$ cat config.mk
export PLATFORM = sky130hd
export DESIGN_NAME = tamper_supervisor
export DESIGN_NICKNAME = d
export VERILOG_FILES = /design/src/rtl/tamper_pkg.sv /design/src/rtl/tamper_cfg_regs.sv /design/src/rtl/tamper_status.sv /design/src/rtl/tamper_supervisor.sv
export SDC_FILE = /design/constraint.sdc
export NUM_CORES = 1
export LEC_CHECK = 0
export BUFFER_PORTS_ARGS = -buffer_cell sky130_fd_sc_hd__buf_4
export CAP_MARGIN = 20
export CORE_AREA = 2 2 59 61
export CTS_CLUSTER_SIZE = 8
export DETAILED_ROUTE_END_ITERATION = 10
export DIE_AREA = 0 0 61 63
export PLACE_DENSITY = 0.89
export SLEW_MARGIN = 40
export SYNTH_ARGS = -nofsm -noshare
export SYNTH_HDL_FRONTEND = slang
export SYNTH_HIERARCHICAL = 1
export SYNTH_SLANG_ARGS = --single-unit
$ cat constraint.sdc
create_clock -name clk -period 1.6 [get_ports clk]
set_input_delay 0.24 -clock clk [delete_from_list [all_inputs] [get_ports clk]]
set_output_delay 0.24 -clock clk [all_outputs]
set_load 0.01 [all_outputs]
$ cat src/rtl/tamper_pkg.sv
package tamper_pkg;
  localparam int NSRC   = 10;  // tamper event sources
  localparam int STAT_W = 24;  // status register width
  localparam int CTRL_W = 4;   // control register width
  localparam int DATA_W = 24;  // write data width

  // register select codes
  localparam logic [1:0] SEL_CFG  = 2'd0;
  localparam logic [1:0] SEL_STAT = 2'd1;
  localparam logic [1:0] SEL_CTRL = 2'd2;

  // status bit positions
  localparam int ST_VIOL = 0;
  localparam int ST_NV   = 1;

  // control bit positions
  localparam int CT_IE   = 0;
  localparam int CT_SOFT = 1;
  localparam int CT_HARD = 2;
  localparam int CT_FAIL = 3;

  // status position of detect bit for source i
  function automatic int det_pos(input int i);
    return (i < 8) ? 16 + i : i - 6;
  endfunction
endpackage

$ cat src/rtl/tamper_cfg_regs.sv
module tamper_cfg_regs
  import tamper_pkg::*;
#(
  parameter int N  = NSRC,
  parameter int CW = CTRL_W,
  parameter int DW = DATA_W
) (
  input  logic          clk,
  input  logic          bat_rst_n,
  input  logic          sys_por_i,
  input  logic          wr_cfg_i,
  input  logic          wr_ctrl_i,
  input  logic [DW-1:0] data_i,
  output logic [N-1:0]  cfg_o,
  output logic [CW-1:0] ctrl_o
);
  logic [N-1:0] cfg_q;
  logic ie_q, soft_q, hard_q, fail_q;

  always_ff @(posedge clk or negedge bat_rst_n) begin
    if (!bat_rst_n) begin
      cfg_q  <= '0;
      ie_q   <= 1'b0;
      soft_q <= 1'b0;
      hard_q <= 1'b0;
      fail_q <= 1'b0;
    end else if (sys_por_i) begin
      // system reset releases only the system-domain bits
      soft_q <= 1'b0;
      ie_q   <= 1'b0;
    end else begin
      if (wr_cfg_i && !soft_q && !hard_q) cfg_q <= data_i[N-1:0];
      if (wr_ctrl_i) begin
        ie_q   <= data_i[CT_IE];
        soft_q <= soft_q | data_i[CT_SOFT];
        hard_q <= hard_q | data_i[CT_HARD];
        fail_q <= fail_q | data_i[CT_FAIL];
      end
    end
  end

  always_comb begin
    ctrl_o          = '0;
    ctrl_o[CT_IE]   = ie_q;
    ctrl_o[CT_SOFT] = soft_q;
    ctrl_o[CT_HARD] = hard_q;
    ctrl_o[CT_FAIL] = fail_q;
  end
  assign cfg_o = cfg_q;

  // a set lock freezes the enables for the next cycle
  a_r4_cfg_frozen: assert property (@(posedge clk) disable iff (!bat_rst_n)
    (soft_q || hard_q) |=> $stable(cfg_q));
  // hard locks never fall without a battery reset
  a_r12_hard_sticky: assert property (@(posedge clk) disable iff (!bat_rst_n)
    hard_q |=> hard_q);
  a_r10_fail_sticky: assert property (@(posedge clk) disable iff (!bat_rst_n)
    fail_q |=> fail_q);
endmodule

$ cat src/rtl/tamper_status.sv
module tamper_status
  import tamper_pkg::*;
#(
  parameter int N = NSRC,
  parameter int W = STAT_W
) (
  input  logic         clk,
  input  logic         bat_rst_n,
  input  logic         sys_por_i,
  input  logic [N-1:0] evt_i,
  input  logic [N-1:0] cfg_i,
  input  logic         fail_lock_i,
  input  logic         clr_en_i,
  input  logic [W-1:0] clr_data_i,
  output logic [N-1:0] det_o,
  output logic         nv_o,
  output logic         viol_o
);
  logic [N-1:0] det_q, det_clr;
  logic nv_q, viol_q;
  logic viol_set, viol_clr, nv_clr;

  for (genvar g = 0; g < N; g++) begin : g_det
    localparam int P = det_pos(g);
    assign det_clr[g] = clr_en_i && clr_data_i[P] && !cfg_i[g] && !fail_lock_i;
  end

  assign viol_set = |(evt_i & cfg_i);
  assign viol_clr = clr_en_i && clr_data_i[ST_VIOL] && nv_q && (cfg_i == '0)
                    && (det_q == '0) && !fail_lock_i;
  assign nv_clr   = clr_en_i && clr_data_i[ST_NV] && !viol_q && !fail_lock_i;

  always_ff @(posedge clk or negedge bat_rst_n) begin
    if (!bat_rst_n) begin
      det_q  <= '0;
      nv_q   <= 1'b1;
      viol_q <= 1'b0;
    end else begin
      det_q  <= (det_q & ~det_clr) | evt_i;
      viol_q <= viol_set | (viol_q & ~viol_clr);
      nv_q   <= (nv_q | (sys_por_i & viol_q)) & ~nv_clr;
    end
  end

  assign det_o  = det_q;
  assign nv_o   = nv_q;
  assign viol_o = viol_q;

  // failure without the non-valid flag is stuck
  a_r6_no_clear_valid: assert property (@(posedge clk) disable iff (!bat_rst_n)
    (viol_q && !nv_q) |=> viol_q);
  // the non-valid flag outlives the violation flag
  a_r9_nv_last: assert property (@(posedge clk) disable iff (!bat_rst_n)
    (viol_q && nv_q) |=> nv_q);
  // failure hard lock pins the violation flag
  a_r10_fail_pins: assert property (@(posedge clk) disable iff (!bat_rst_n)
    (fail_lock_i && viol_q) |=> viol_q);
  // violation falls only with no detect bit pending
  a_r7_fall_clean: assert property (@(posedge clk) disable iff (!bat_rst_n)
    (viol_q && det_q != '0) |=> viol_q);
endmodule

$ cat src/rtl/tamper_supervisor.sv
module tamper_supervisor
  import tamper_pkg::*;
(
  input  logic              clk,
  input  logic              bat_rst_n,
  input  logic              sys_por_i,
  input  logic [NSRC-1:0]   evt_i,
  input  logic              wr_en_i,
  input  logic [1:0]        wr_sel_i,
  input  logic [DATA_W-1:0] wr_data_i,
  output logic [STAT_W-1:0] status_o,
  output logic [NSRC-1:0]   cfg_o,
  output logic [CTRL_W-1:0] ctrl_o,
  output logic              irq_o
);
  logic [NSRC-1:0] det;
  logic nv, viol;
  logic wr_cfg, wr_ctrl, clr_en;

  assign wr_cfg  = wr_en_i && (wr_sel_i == SEL_CFG);
  assign wr_ctrl = wr_en_i && (wr_sel_i == SEL_CTRL);
  assign clr_en  = wr_en_i && (wr_sel_i == SEL_STAT) && !sys_por_i;

  tamper_cfg_regs #(.N(NSRC), .CW(CTRL_W), .DW(DATA_W)) u_cfg (
    .clk       (clk),
    .bat_rst_n (bat_rst_n),
    .sys_por_i (sys_por_i),
    .wr_cfg_i  (wr_cfg),
    .wr_ctrl_i (wr_ctrl),
    .data_i    (wr_data_i),
    .cfg_o     (cfg_o),
    .ctrl_o    (ctrl_o)
  );

  tamper_status #(.N(NSRC), .W(STAT_W)) u_stat (
    .clk         (clk),
    .bat_rst_n   (bat_rst_n),
    .sys_por_i   (sys_por_i),
    .evt_i       (evt_i),
    .cfg_i       (cfg_o),
    .fail_lock_i (ctrl_o[CT_FAIL]),
    .clr_en_i    (clr_en),
    .clr_data_i  (wr_data_i),
    .det_o       (det),
    .nv_o        (nv),
    .viol_o      (viol)
  );

  always_comb begin
    status_o          = '0;
    status_o[ST_VIOL] = viol;
    status_o[ST_NV]   = nv;
    for (int i = 0; i < NSRC; i++) status_o[det_pos(i)] = det[i];
  end

  assign irq_o = viol & ctrl_o[CT_IE];

  // an enabled event always trips the violation flag
  a_r3_enabled_trips: assert property (@(posedge clk) disable iff (!bat_rst_n)
    (|(evt_i & cfg_o)) |=> status_o[ST_VIOL]);
  // a seen event is always recorded
  a_r2_event_recorded: assert property (@(posedge clk) disable iff (!bat_rst_n)
    evt_i[0] |=> status_o[16]);
endmodule

# Word level (Yosys, flattened, before mapping)
# Index checks and enable logic that the tools add are counted.
# word_totals
ff_bits	26
inputBits	40
# op_classes
n_eq_ne	2
mux	4
bitwise_logic	16
n_reduce_logical	66
# ops
cell	count
1-bit logical AND	44
10-bit AND	2
10-bit logical NOT	2
1-bit logical NOT	15
10-bit inverter	1
10-bit bitwise OR	1
10-bit OR reduction	1
1-bit bitwise OR	5
1-bit AND	4
1-bit 2-to-1 mux	4
2-bit AND reduction	2
1-bit inverter	3
2-bit by 1-bit equality test with 1-bit output, second input constant	1
2-bit equality test, second input constant	1
2-bit logical NOT	1
2-bit nonzero test	1

# Logic depth before layout (Yosys ltp)
# logic_depth
word_depth	11
depth_mapped	5

# Hierarchy
# The synthesis kept the hierarchy.
# by_module_without_submodules
module	instances	cells_per_inst	area_each_um2
tamper_status	1	53	601.8
tamper_cfg_regs	1	37	565.5
tamper_supervisor	1	19	145.1

# Worst setup path before layout
# Ideal clock, no wire load.
# synth_timing
path_type	register to register
from	register u_cfg.cfg_q[7], in the netlist u_cfg/cfg_o[7]
to	register u_stat.viol_q, in the netlist u_stat/viol_o
setup_time_ns	0.138
arrival_time_ns	1.221
slack_ns	0.241
path_stages_with_launch	5
period_less_slack_ns	1.359
cell_sequence	dfrtp_1 > nor4_2 > nand4_1 > o41ai_2 > nand4_1
# synth_via
elab_chain_len	7
word_cells_on_any_way	9
classes_between	bitwise (4); reduce/logical (5)
# synth_rtl
element	line_no	source
start, declared	tamper_cfg_regs.sv:17	logic [N-1:0] cfg_q;
start signal, assigned	tamper_cfg_regs.sv:32	if (wr_cfg_i && !soft_q && !hard_q) cfg_q <= data_i[N-1:0];
10-bit logical NOT	tamper_status.sv:29	assign viol_clr = clr_en_i && clr_data_i[ST_VIOL] && nv_q && (cfg_i == '0)
1-bit logical AND	tamper_status.sv:29	
1-bit logical AND (2 in a row)	tamper_status.sv:30	&& (det_q == '0) && !fail_lock_i;
1-bit inverter	tamper_status.sv:40	viol_q <= viol_set | (viol_q & ~viol_clr);
1-bit AND	tamper_status.sv:40	
1-bit bitwise OR *	tamper_status.sv:40	
end signal, assigned	tamper_status.sv:40	
end, declared	tamper_status.sv:20	logic nv_q, viol_q;
# Mark *: on every way between the ends. The rest lies on a longest branch, timed or not.
# A chain may end at the register's enable or synchronous reset.

# Worst setup path in the final report
# layout_timing
from	register u_cfg.cfg_q[0], in the netlist u_cfg/cfg_o[0]
to	register u_stat.viol_q, in the netlist u_stat/viol_o
# The elaborated chain is that of the path after synthesis.

==> tab_implementation.tex <==
\begin{tabular}{lr}
\hline
Metric & Value \\
\hline
\multicolumn{2}{l}{\textbf{CTS}} \\
Clock tree from TritonCTS & done \\
H-Tree Level Count & 1 \\
Maximum buffer depth of the clock tree & 2 \\
Clk slew on worst S/H paths & 140 ps \\
Source-to-sink clock delay at the later pin of the worst-skew pair & 310 ps \\
Number of CTS-inserted buffers & 3 \\
Post-cts gate resize count & 0 \\
Cell at the root of the clock tree & clkbuf\_4 \\
Setup repair bufs after CTS & 0 \\
Clock Sink Count & 26 \\
\multicolumn{2}{l}{\textbf{Synthesis}} \\
Number of enable flip-flop cells after synthesis & 0 \\
Synth area leaders & dfrtp\_1 48\%, buf\_4 10\%, mux2\_2 8.6\% \\
Simple-Gate Fraction of Synth Area & 16.6\% \\
Mux contribution to synthesized area & 9.34\% \\
Share of synthesized registers carrying an async set or reset & 100\% \\
Average cell area after synthesis & 12.0 um2 \\
Combinational family with the most area after synthesis & simple AND/OR/NAND/NOR gates \\
Post-synthesis sequential element count & 26 \\
List of most frequent post-synthesis cells & 25 x dfrtp\_1, 18 x buf\_4, 12 x a21o\_1 \\
Most repeated cell in the gate-level netlist after synthesis & dfrtp\_1 \\
Post-synthesis adder-cell area fraction & 0\% \\
Yosys cell types & 28 \\
Yosys warnings & 6 \\
Area share of the largest cell type after synthesis & 47.7\% \\
Share of the yosys chip area belonging to registers & 49.7\% \\
Combined area of all synthesized cells & 0.00131 mm2 \\
Post-synthesis share of cell area spent on xor and xnor gates & 0\% \\
Number of standard cells after synthesis & 109 \\
Dominant cell type by area after synthesis & dfrtp\_1 \\
Top flip-flop cell by instance count after synthesis & dfrtp\_1 \\
Fraction of the mapped netlist area in compound gates & 12.3\% \\
\multicolumn{2}{l}{\textbf{Hold path}} \\
Worst min-delay path class & in -> reg \\
Hold depth & 2 \\
\multicolumn{2}{l}{\textbf{Power and ir drop}} \\
Pwr/cell area & 978 mW/mm2 \\
P\_leak & 0.000786 uW \\
Max VDD drop & 0.661 mV \\
\multicolumn{2}{l}{\textbf{Final layout}} \\
Share of the core filled with cells & between 50 and 60\% \\
Nets & between 200 and 250 \\
Antenna cells & 0 \\
Total of fill cells in the finished design & 296 \\
Layout cell share with drive strength beyond 1 & 49.7\% \\
Area grow syn2layout & 35.0\% \\
\multicolumn{2}{l}{\textbf{STA}} \\
Post-route clock skew & 7.03 ps \\
Final number of hold-violating endpoints & 0 \\
Smallest hold slack & 80.8 ps \\
Share of the cycle needed by the critical path after routing & 88.8\% \\
Max-slew violation total from the final report & 0 \\
Accumulated negative setup slack & 0 ps \\
Unrepaired setup endpoints after global routing & no \\
Final setup violation count & 0 \\
Post-layout minimum cycle time & roughly 1400 ps \\
Maximum clock frequency & 0.704 GHz \\
\multicolumn{2}{l}{\textbf{Routing}} \\
Wire length on met2 & 1500 um \\
Detailed Routing Iterations Pass 1 & 4 \\
Total met3 wirelength after detailed routing & 214 um \\
DRT antenna net count & 0 \\
Via Count & around 1000 \\
Uppermost layer routed & met4 \\
Aggregate routed wire length & 3140 um \\
DRC violation count after routing & 0 \\
Average detailed-routed wire length per instance & 14.7 um \\
Count of routing violations after the opening detailed-route iteration & 15 \\
M1 WL & 1360 um \\
Via/cell ratio & $\sim$4.9 \\
\multicolumn{2}{l}{\textbf{Placed design}} \\
Hpwl dp & between 2000 and 2500 um \\
Placer congestion estimate & 0.803 \\
Number of input and output port buffers inserted & 60 \\
\multicolumn{2}{l}{\textbf{Die}} \\
Width of the die & 61 um \\
Die outline area & 0.00384 mm2 \\
I/O pins & 79 \\
Rows & 21 \\
CORE AREA & 0.00323 mm2 \\
Effective utilization at floorplan & 40.6\% \\
Chip Height & 63 um \\
\multicolumn{2}{l}{\textbf{Critical path}} \\
Largest stage delay on the critical path & 460 ps \\
Chain of cells forming the critical path & nor4\_1, nand3b\_1, o41ai\_2, nand4\_1 \\
Number of cells on the worst reg-to-reg path & 4 \\
Maximum fanout count along the critical path & 5 \\
Critical path start-end classification & reg -> reg \\
Required @ worst endpoint & approximately 1800 ps \\
Type of element capturing the critical path & flop \\
Data arrival time of the critical path & 1630 ps \\
Kind of start point of the critical path & flop \\
CP max-delay cell & dfrtp\_1 \\
\multicolumn{2}{l}{\textbf{Global route}} \\
Global-route wire length before repair & between 5000 and 6000 um \\
Total grt overflow & 0 \\
Global-route usage over all layers & roughly 17\% \\
Number of global-route vias before repair & 1049 \\
Antenna violations before repair & 0 \\
Pin count of the biggest net entering global routing & 27 \\
\multicolumn{2}{l}{\textbf{Run status}} \\
Outcome & finished clean \\
\multicolumn{2}{l}{\textbf{Flow run}} \\
Max Cap Viol & 0 \\
\hline
\end{tabular}
## sequential cells by signal (all words and copies together), names as in the netlist
signal and count:
u_cfg/cfg_o 10, u_stat/det_o 10, u_cfg/fail_q 1, u_cfg/hard_q 1, u_cfg/ie_q 1, u_cfg/soft_q 1
u_stat/nv_o 1, u_stat/viol_o 1
## repair_timing
| item | CTS | global route |
|---|---|---|
| endpoints found under the hold margin | 25 | 0 |
| hold buffers | 1 | 0 |
| endpoints found under the setup margin | 0 | 1 |
## per-stage QoR
step	instance area, um2	instances	total power (uW)	setup slack, ps
after floorplan	1350	120	1150	241
after global placement	1730	208	1410	135
after detailed placement	1730	208	1420	93.7
after CTS	1770	213	1750	102
after global routing	1770	213	1830	48.9
final	1770	213	1730	179
## kinds of logic (layout without fill, tap and decap cells)
family                 Yosys count  count (layout)
and+or+nand+nor                 29              29
AOI/OAI and AO/OA               21              21
other                            1              12
DFF                             26              26
muxes                           11              11
buffers and inverters           21              68
## final timing paths
kind	from	end	slack (ps)
max in group asynchronous	bat_rst_n	u_stat/nv_o$_DFF_PN1_	960
min in group asynchronous	bat_rst_n	u_stat/det_o[9]$_DFF_PN0_	340
setup reg to reg	u_cfg/cfg_o[0]$_DFFE_PN0P_	u_stat/viol_o$_DFF_PN0_	180
hold reg to reg	u_cfg/fail_q$_DFFE_PN0P_	u_cfg/fail_q$_DFFE_PN0P_	520
hold / removal	wr_data_i[1]	u_stat/nv_o$_DFF_PN1_	80
setup / recovery	u_cfg/cfg_o[0]$_DFFE_PN0P_	u_stat/viol_o$_DFF_PN0_	180
## worst max-delay path: cells and delay by family (launching register included)
kind,cells,cell delay [ps]
compound gates,1,320
flops,1,460
simple gates,3,530
## cells in the final DEF, fill, tap and decap left out, drive strengths merged
| cell | instances |
|---|---|
| nor3b | 1 |
| a21o | 12 |
| dfrtp | 25 |
| a221oi | 1 |
| nor2 | 3 |
| a22oi | 4 |
| nor2b | 1 |
| mux2i | 1 |
| clkbuf | 4 |
| and4bb | 1 |
| buf | 62 |
| conb | 12 |
| inv | 1 |
| nor4b | 1 |
| nand2 | 2 |
| and3b | 1 |
| dfstp | 1 |
| nor4 | 4 |
| nand3b | 11 |
| nand4 | 2 |
| and2b | 1 |
| o41ai | 1 |
| dlygate4sd3 | 1 |
| mux2 | 10 |
| a21oi | 2 |
| a31oi | 1 |
| and2 | 1 |
## where the power goes
group	total [uW]	leakage (uW)	internal, uW	switching (uW)
clock	327	0.0000210	139	188
sequential	908	0.000277	762	146
combinational	497	0.000488	310	187
total	1730	0.000786	1210	522
## layout make-up
class                   count  area (um2)  share of cell area (%)
inverters                   1        3.75                   0.212
multi-input cells          73         547                    30.9
flip-flops and latches     26         652                    36.8
repair buffers             63         475                    26.8
clock buffers               4        36.3                    2.05
well taps                  46        57.6                    3.25
## routing by layer
metal	GRT usage (%)	vias up
met5	0	-
met4	5.98	0
met3	3.11	6
met2	26.3	49
met1	24.7	498
li1	-	483
Note: power is estimated with default switching activity, not from simulation.
